$ cat config.mk
export PLATFORM = sky130hd
export DESIGN_NAME = iter_mac
export DESIGN_NICKNAME = d
export VERILOG_FILES = /design/src/rtl/iter_mac_pkg.sv /design/src/rtl/iter_mac_seq.sv /design/src/rtl/iter_mac_dp.sv /design/src/rtl/iter_mac_flags.sv /design/src/rtl/iter_mac.sv
export SDC_FILE = /design/constraint.sdc
export NUM_CORES = 1
export LEC_CHECK = 0
export BUFFER_PORTS_ARGS = -buffer_cell sky130_fd_sc_hd__buf_2
export CAP_MARGIN = 20
export CORE_AREA = 2 2 238 123
export CTS_CLUSTER_DIAMETER = 150
export DETAILED_ROUTE_END_ITERATION = 12
export DIE_AREA = 0 0 240 125
export PLACE_DENSITY = 0.54
export SLEW_MARGIN = 20
export SYNTH_ARGS = -nofsm -noshare
export SYNTH_HDL_FRONTEND = slang
export SYNTH_HIERARCHICAL = 1
export SYNTH_SLANG_ARGS = --single-unit
$ cat constraint.sdc
create_clock -name clk -period 5.3 [get_ports clk]
set_clock_uncertainty 0.05 [all_clocks]
set_input_delay 0.265 -clock clk [delete_from_list [all_inputs] [get_ports clk]]
set_output_delay 0.265 -clock clk [all_outputs]
set_load 0.005 [all_outputs]
$ cat src/rtl/iter_mac_pkg.sv
package iter_mac_pkg;

  typedef enum logic [2:0] {
    DG_ZERO = 3'd0,
    DG_POS1 = 3'd1,
    DG_POS2 = 3'd2,
    DG_NEG1 = 3'd3,
    DG_NEG2 = 3'd4
  } digit_e;

  // Radix-4 overlapped recoding of {b(2k+1), b(2k), b(2k-1)}
  function automatic digit_e decode_digit(input logic [2:0] trio);
    case (trio)
      3'b001, 3'b010: decode_digit = DG_POS1;
      3'b011:         decode_digit = DG_POS2;
      3'b100:         decode_digit = DG_NEG2;
      3'b101, 3'b110: decode_digit = DG_NEG1;
      default:        decode_digit = DG_ZERO;
    endcase
  endfunction

endpackage

$ cat src/rtl/iter_mac_seq.sv
module iter_mac_seq
  import iter_mac_pkg::*;
#(
  parameter int unsigned WIDTH = 32
) (
  input  logic             clk,
  input  logic             rst_n,
  input  logic             start,
  input  logic [WIDTH-1:0] op_s,
  output logic             busy,
  output logic             accept,
  output logic             step_fire,
  output logic             last_step,
  output digit_e           digit,
  output logic             done
);
  localparam int unsigned MAX_STEPS = WIDTH / 2;
  localparam int unsigned IDX_W     = $clog2(MAX_STEPS);
  localparam logic [IDX_W-1:0] LAST_IDX = IDX_W'(MAX_STEPS - 1);

  logic [WIDTH:0]     mplier;
  logic [WIDTH:0]     mpl_shift;
  logic [IDX_W-1:0]   step_idx;
  logic               rest_zero;
  logic               cap_hit;

  assign accept    = start & ~busy;
  assign step_fire = busy;
  assign mpl_shift = mplier >> 2;
  assign rest_zero = (mpl_shift == '0);
  assign cap_hit   = (step_idx == LAST_IDX);
  assign last_step = busy & (rest_zero | cap_hit);
  assign digit     = decode_digit(mplier[2:0]);

  always_ff @(posedge clk or negedge rst_n) begin
    if (!rst_n) begin
      mplier   <= '0;
      step_idx <= '0;
      busy     <= 1'b0;
      done     <= 1'b0;
    end else begin
      done <= last_step;
      if (accept) begin
        mplier   <= {op_s, 1'b0};
        step_idx <= '0;
        busy     <= 1'b1;
      end else if (step_fire) begin
        mplier   <= mpl_shift;
        step_idx <= step_idx + 1'b1;
        if (last_step) busy <= 1'b0;
      end
    end
  end

endmodule

$ cat src/rtl/iter_mac_dp.sv
module iter_mac_dp
  import iter_mac_pkg::*;
#(
  parameter int unsigned WIDTH = 32
) (
  input  logic             clk,
  input  logic             rst_n,
  input  logic             accept,
  input  logic             step_fire,
  input  logic             last_step,
  input  digit_e           digit,
  input  logic [WIDTH-1:0] op_m,
  input  logic [WIDTH-1:0] op_n,
  input  logic             acc_sel,
  output logic [WIDTH-1:0] sum_next,
  output logic [WIDTH-1:0] result
);
  logic [WIDTH-1:0] acc;
  logic [WIDTH-1:0] mcand;
  logic [WIDTH-1:0] addend;

  function automatic logic [WIDTH-1:0] partial_term(
    input logic [WIDTH-1:0] m, input digit_e d);
    case (d)
      DG_POS1: partial_term = m;
      DG_POS2: partial_term = m << 1;
      DG_NEG1: partial_term = ~m + 1'b1;
      DG_NEG2: partial_term = ~(m << 1) + 1'b1;
      default: partial_term = '0;
    endcase
  endfunction

  assign addend   = partial_term(mcand, digit);
  assign sum_next = acc + addend;

  always_ff @(posedge clk or negedge rst_n) begin
    if (!rst_n) begin
      acc    <= '0;
      mcand  <= '0;
      result <= '0;
    end else if (accept) begin
      acc   <= acc_sel ? op_n : '0;
      mcand <= op_m;
    end else if (step_fire) begin
      acc   <= sum_next;
      mcand <= mcand << 2;
      if (last_step) result <= sum_next;
    end
  end

endmodule

$ cat src/rtl/iter_mac_flags.sv
module iter_mac_flags #(
  parameter int unsigned WIDTH = 32
) (
  input  logic             clk,
  input  logic             rst_n,
  input  logic             accept,
  input  logic             set_flags,
  input  logic             last_step,
  input  logic [WIDTH-1:0] sum_next,
  input  logic             flag_v_in,
  output logic             flag_we,
  output logic             flag_n,
  output logic             flag_z,
  output logic             flag_c,
  output logic             flag_v
);
  logic sf_q;

  always_ff @(posedge clk or negedge rst_n) begin
    if (!rst_n) begin
      sf_q    <= 1'b0;
      flag_we <= 1'b0;
      flag_n  <= 1'b0;
      flag_z  <= 1'b0;
    end else begin
      if (accept) sf_q <= set_flags;
      flag_we <= last_step & sf_q;
      if (last_step && sf_q) begin
        flag_n <= sum_next[WIDTH-1];
        flag_z <= (sum_next == '0);
      end
    end
  end

  assign flag_c = 1'b0;
  assign flag_v = flag_v_in;

endmodule

$ cat src/rtl/iter_mac.sv
module iter_mac
  import iter_mac_pkg::*;
#(
  parameter int unsigned WIDTH = 32
) (
  input  logic             clk,
  input  logic             rst_n,
  input  logic             start,
  input  logic [WIDTH-1:0] op_m,
  input  logic [WIDTH-1:0] op_s,
  input  logic [WIDTH-1:0] op_n,
  input  logic             acc_sel,
  input  logic             set_flags,
  input  logic             flag_v_in,
  output logic             busy,
  output logic             done,
  output logic [WIDTH-1:0] result,
  output logic             flag_we,
  output logic             flag_n,
  output logic             flag_z,
  output logic             flag_c,
  output logic             flag_v
);
  logic             accept;
  logic             step_fire;
  logic             last_step;
  digit_e           digit;
  logic [WIDTH-1:0] sum_next;

  iter_mac_seq #(.WIDTH(WIDTH)) u_seq (
    .clk(clk), .rst_n(rst_n), .start(start), .op_s(op_s),
    .busy(busy), .accept(accept), .step_fire(step_fire),
    .last_step(last_step), .digit(digit), .done(done)
  );

  iter_mac_dp #(.WIDTH(WIDTH)) u_dp (
    .clk(clk), .rst_n(rst_n), .accept(accept), .step_fire(step_fire),
    .last_step(last_step), .digit(digit), .op_m(op_m), .op_n(op_n),
    .acc_sel(acc_sel), .sum_next(sum_next), .result(result)
  );

  iter_mac_flags #(.WIDTH(WIDTH)) u_flags (
    .clk(clk), .rst_n(rst_n), .accept(accept), .set_flags(set_flags),
    .last_step(last_step), .sum_next(sum_next), .flag_v_in(flag_v_in),
    .flag_we(flag_we), .flag_n(flag_n), .flag_z(flag_z),
    .flag_c(flag_c), .flag_v(flag_v)
  );

endmodule

==> results.toml <==
[cells_and_area]
multiInputGateArea_mm2 = 0.00587
layout_commonest_cell = "nand2_1"
fin_nets = 1413
final_util_pct = 43.7
final_cells = 1678
mostFrequentLayoutCells = "nand2_1, dfrtp_1, buf_2"
fillers = 2802
area_delta_synth_final_pct = 27.5
drive_gt1_share_pct = 24.9
ff_latch_area_mm2 = 0.00348

[clock_tree]
cts.path.max_buffers = 2
htreeDepth = 4
cts.sinks = 139
ctsRootBufferMaster = "clkbuf_16"
path_clk_slew_ns = 0.06
insertion_delay_ns = 0.44
cts_buffers = 17
cts_tree = "yes"

[synth]
synth_seq_cells = 139
async_flop_share_pct = 100
avgSynthCellArea_um2 = 8.94
synth_edf_count = 0
synth_area_leaders = "dfrtp_1, mux2i_1, o21ai_0"
synth.distinct_cells = 75
synth_top_area_cell = "dfrtp_1"
syn_inst = 1080
synth_ff_type = "dfrtp_1"
syn-num-nets = 1220
yosys_warnings = 6
netlist_area_mm2 = 0.00966
ys_seq_area_share_pct = 36.0
netlist.area_leader.share_pct = 36.0

[critical_path]
start_kind = "register"
path_max_fanout = 20
critPathSlowestCell = "dfrtp_1"
critical_path_class = "register to register"
r2r_setup_slack_ns = 0.20
crit_required_ns = 5.59
r2r_cells = 21
slowest_delay_ns = 0.41
path_cells = "inv_1 > ha_1 > nor2_1 > a21oi_4 > nand2b_2 > buf_12 > o21ai_0 > a21oi_1 > o22ai_2 > ha_1 > buf_4 > nand3_1 > o211ai_1 > a22o_1 > o211ai_1 > a21oi_1 > or3_1 > and2_1 > nor4_4 > nand4_1 > o31ai_2"
worstPathArrival_ns = 5.39
critPathCaptureType = "register"
r2r_end = "u_flags/flag_z"
rr_startpoint = "u_seq/mplier[0]"

[placement]
place_hpwl_mm = 24.1
gp_congestion = 0.923
dp.cells = 1586
io_buffers = 137

[detailed_routing]
dr_wl_met3_mm = 2.55
wirelength_mm = 32.2
routed-wl-met2_mm = 11.7
wire_per_inst_um = 19.2
via_per_inst = 5.30
drt_first_pass_iters = 5
vias = 8891
top_layer = "met4"
antenna_left = 0
route.detailed.drc = 0
wl_met1_mm = 17.6
drt-initial-drc-count = 934

[timing]
setup_viol = 0
fin_crit_sh_pct = 96.3
drv_slew = 0
relSlewSlack_pct = 34.1
tightest_slew_ns = 0.985
min_period_ns = 5.10
fmax_mhz = 196
whs_ns = 0.0340
hold_viol_final = 0
tns_ns = 0

[floorplan]
chipWidth_um = 240
num_rows = 44
die_h_um = 125
io_pins = 141
start_util_pct = 34.3
die_area_mm2 = 0.0300
core_area_mm2 = 0.0282

[global_route]
grt_pass1_vias = 8191
grt-ovfl-total = 0
grt_pass1_wl_mm = 49.4
grt_max_degree = 102
antenna_found_initial = 0
track_usage_pct = 21.6

[pwr]
ir_drop_mv = 0.307
leakagePower_nw = 5.77
power.density_mw_per_mm2 = 830

[status]
outcome = "finished, final reports clean"

[flow_run]
maxCapViolCount = 0

[hold_path]
holdPathStages = 3
hold_path_end = "u_dp/acc[24]"
hold_class = "primary input to register"
holdCritStartpoint = "op_n[24]"
[layout make-up]
class                   count  share of cell area [%]
multi-input cells         828                    47.7
flip-flops and latches    139                    28.3
repair buffers            259                    14.5
well taps                 391                    3.97
clock buffers              21                    3.74
clock inverters            11                   0.976
inverters                  28                   0.854
diodes                      1                  0.0203
[critical path: cells and delay by family, from the launching register on]
kind,cells,cell delay [ns]
buffers and inverters,3,0.43
AOI/OAI and AO/OA,9,1.95
and+or+nand+nor,7,1.69
DFF,1,0.41
adders and majority gates,2,0.50
[power breakdown]
| group | total, W | internal [W] | leakage [nW] | switching (W) |
|---|---|---|---|---|
| Sequential | 0.00212 | 0.00156 | 1.73 | 0.000552 |
| Combinational | 0.00690 | 0.00293 | 3.76 | 0.00398 |
| Clock | 0.00120 | 0.000714 | 0.279 | 0.000482 |
[routing by layer]
layer / vias to the layer above / track usage, %
li1: 4289 / -
met1: 4277 / 36.7
met2: 302 / 25.9
met3: 23 / 5.30
met4: 0 / 4.71
met5: - / 0
[timing repair]
| action | 4_1_cts | 5_1_grt |
|---|---|---|
| resized for setup | 0 | 30 |
| hold endpoints to repair | 150 | 0 |
| hold buffers | 51 | 0 |
| buffers inserted | 0 | 7 |
| setup endpoints to repair | 0 | 7 |
[worst max path at each step]
stage,startpoint,end,slack [ns],depth (start not counted)
6_report,u_seq/mplier[0],u_flags/flag_z,0.20,21
5_1_grt,u_seq/mplier[0],u_flags/flag_z,-0.04,23
4_1_cts,u_seq/mplier[0],u_flags/flag_z,0.04,22
3_5_place_dp,u_dp/mcand[1],u_flags/flag_z,0.08,21
3_3_place_gp,u_seq/mplier[0],u_flags/flag_z,0.07,22
2_1_floorplan,u_dp/mcand[0],u_flags/flag_z,0.34,21
[flip-flops by register name (all words and copies together), names as in the netlist, 4 cells and up]
signal / count
u_dp/acc: 32
u_dp/result: 32
u_dp/mcand: 32
u_seq/mplier: 33
u_seq/step_idx: 4
[stage by stage]
stage / power, W / cell area (µm²) / worst slack, ns
after floorplan: 0.00619 / 9660 / 0.342
after global placement: 0.00843 / 11000 / 0.0720
after detailed placement: 0.00848 / 11000 / 0.0835
after CTS: 0.00976 / 12100 / 0.0422
after global routing: 0.0110 / 12300 / -0.0397
final: 0.0102 / 12300 / 0.196
[Yosys cell counts, types with 4 or more instances]
master	number
a211oi_1	6
a21o_1	9
a21oi_1	34
a22o_1	5
a22oi_1	26
a31oi_1	4
and2_1	8
and3_1	5
buf_1	7
buf_2	7
buf_4	7
clkbuf_1	62
dfrtp_1	139
ha_1	37
inv_1	28
mux2_2	27
mux2i_1	84
nand2_1	148
nand2b_1	6
nand3_1	21
nand4_1	6
nor2_1	38
nor2b_1	6
nor3_1	10
nor4_1	11
nor4_2	6
o211ai_1	10
o21a_1	8
o21ai_0	126
o21bai_1	6
o22ai_1	28
o31ai_1	9
or2_2	5
or3_1	14
xnor2_1	20
xor2_1	47
[kinds of logic (layout without fill, tap and decap cells)]
| logic type | count (synthesis) | after routing | share of synthesized area (%) |
|---|---|---|---|
| XOR/XNOR | 67 | 67 | 6.08 |
| AND/OR/NAND/NOR | 307 | 307 | 16.3 |
| flip-flops | 139 | 139 | 36.0 |
| buffers and inverters | 113 | 319 | 4.85 |
| adder cells (fa/ha/maj) | 38 | 38 | 5.00 |
| AO/OA/AOI/OAI | 304 | 304 | 19.8 |
| multiplexers | 111 | 111 | 11.9 |
| other | 1 | 2 | 0.0388 |
Note: power is estimated with default switching activity, not from simulation.
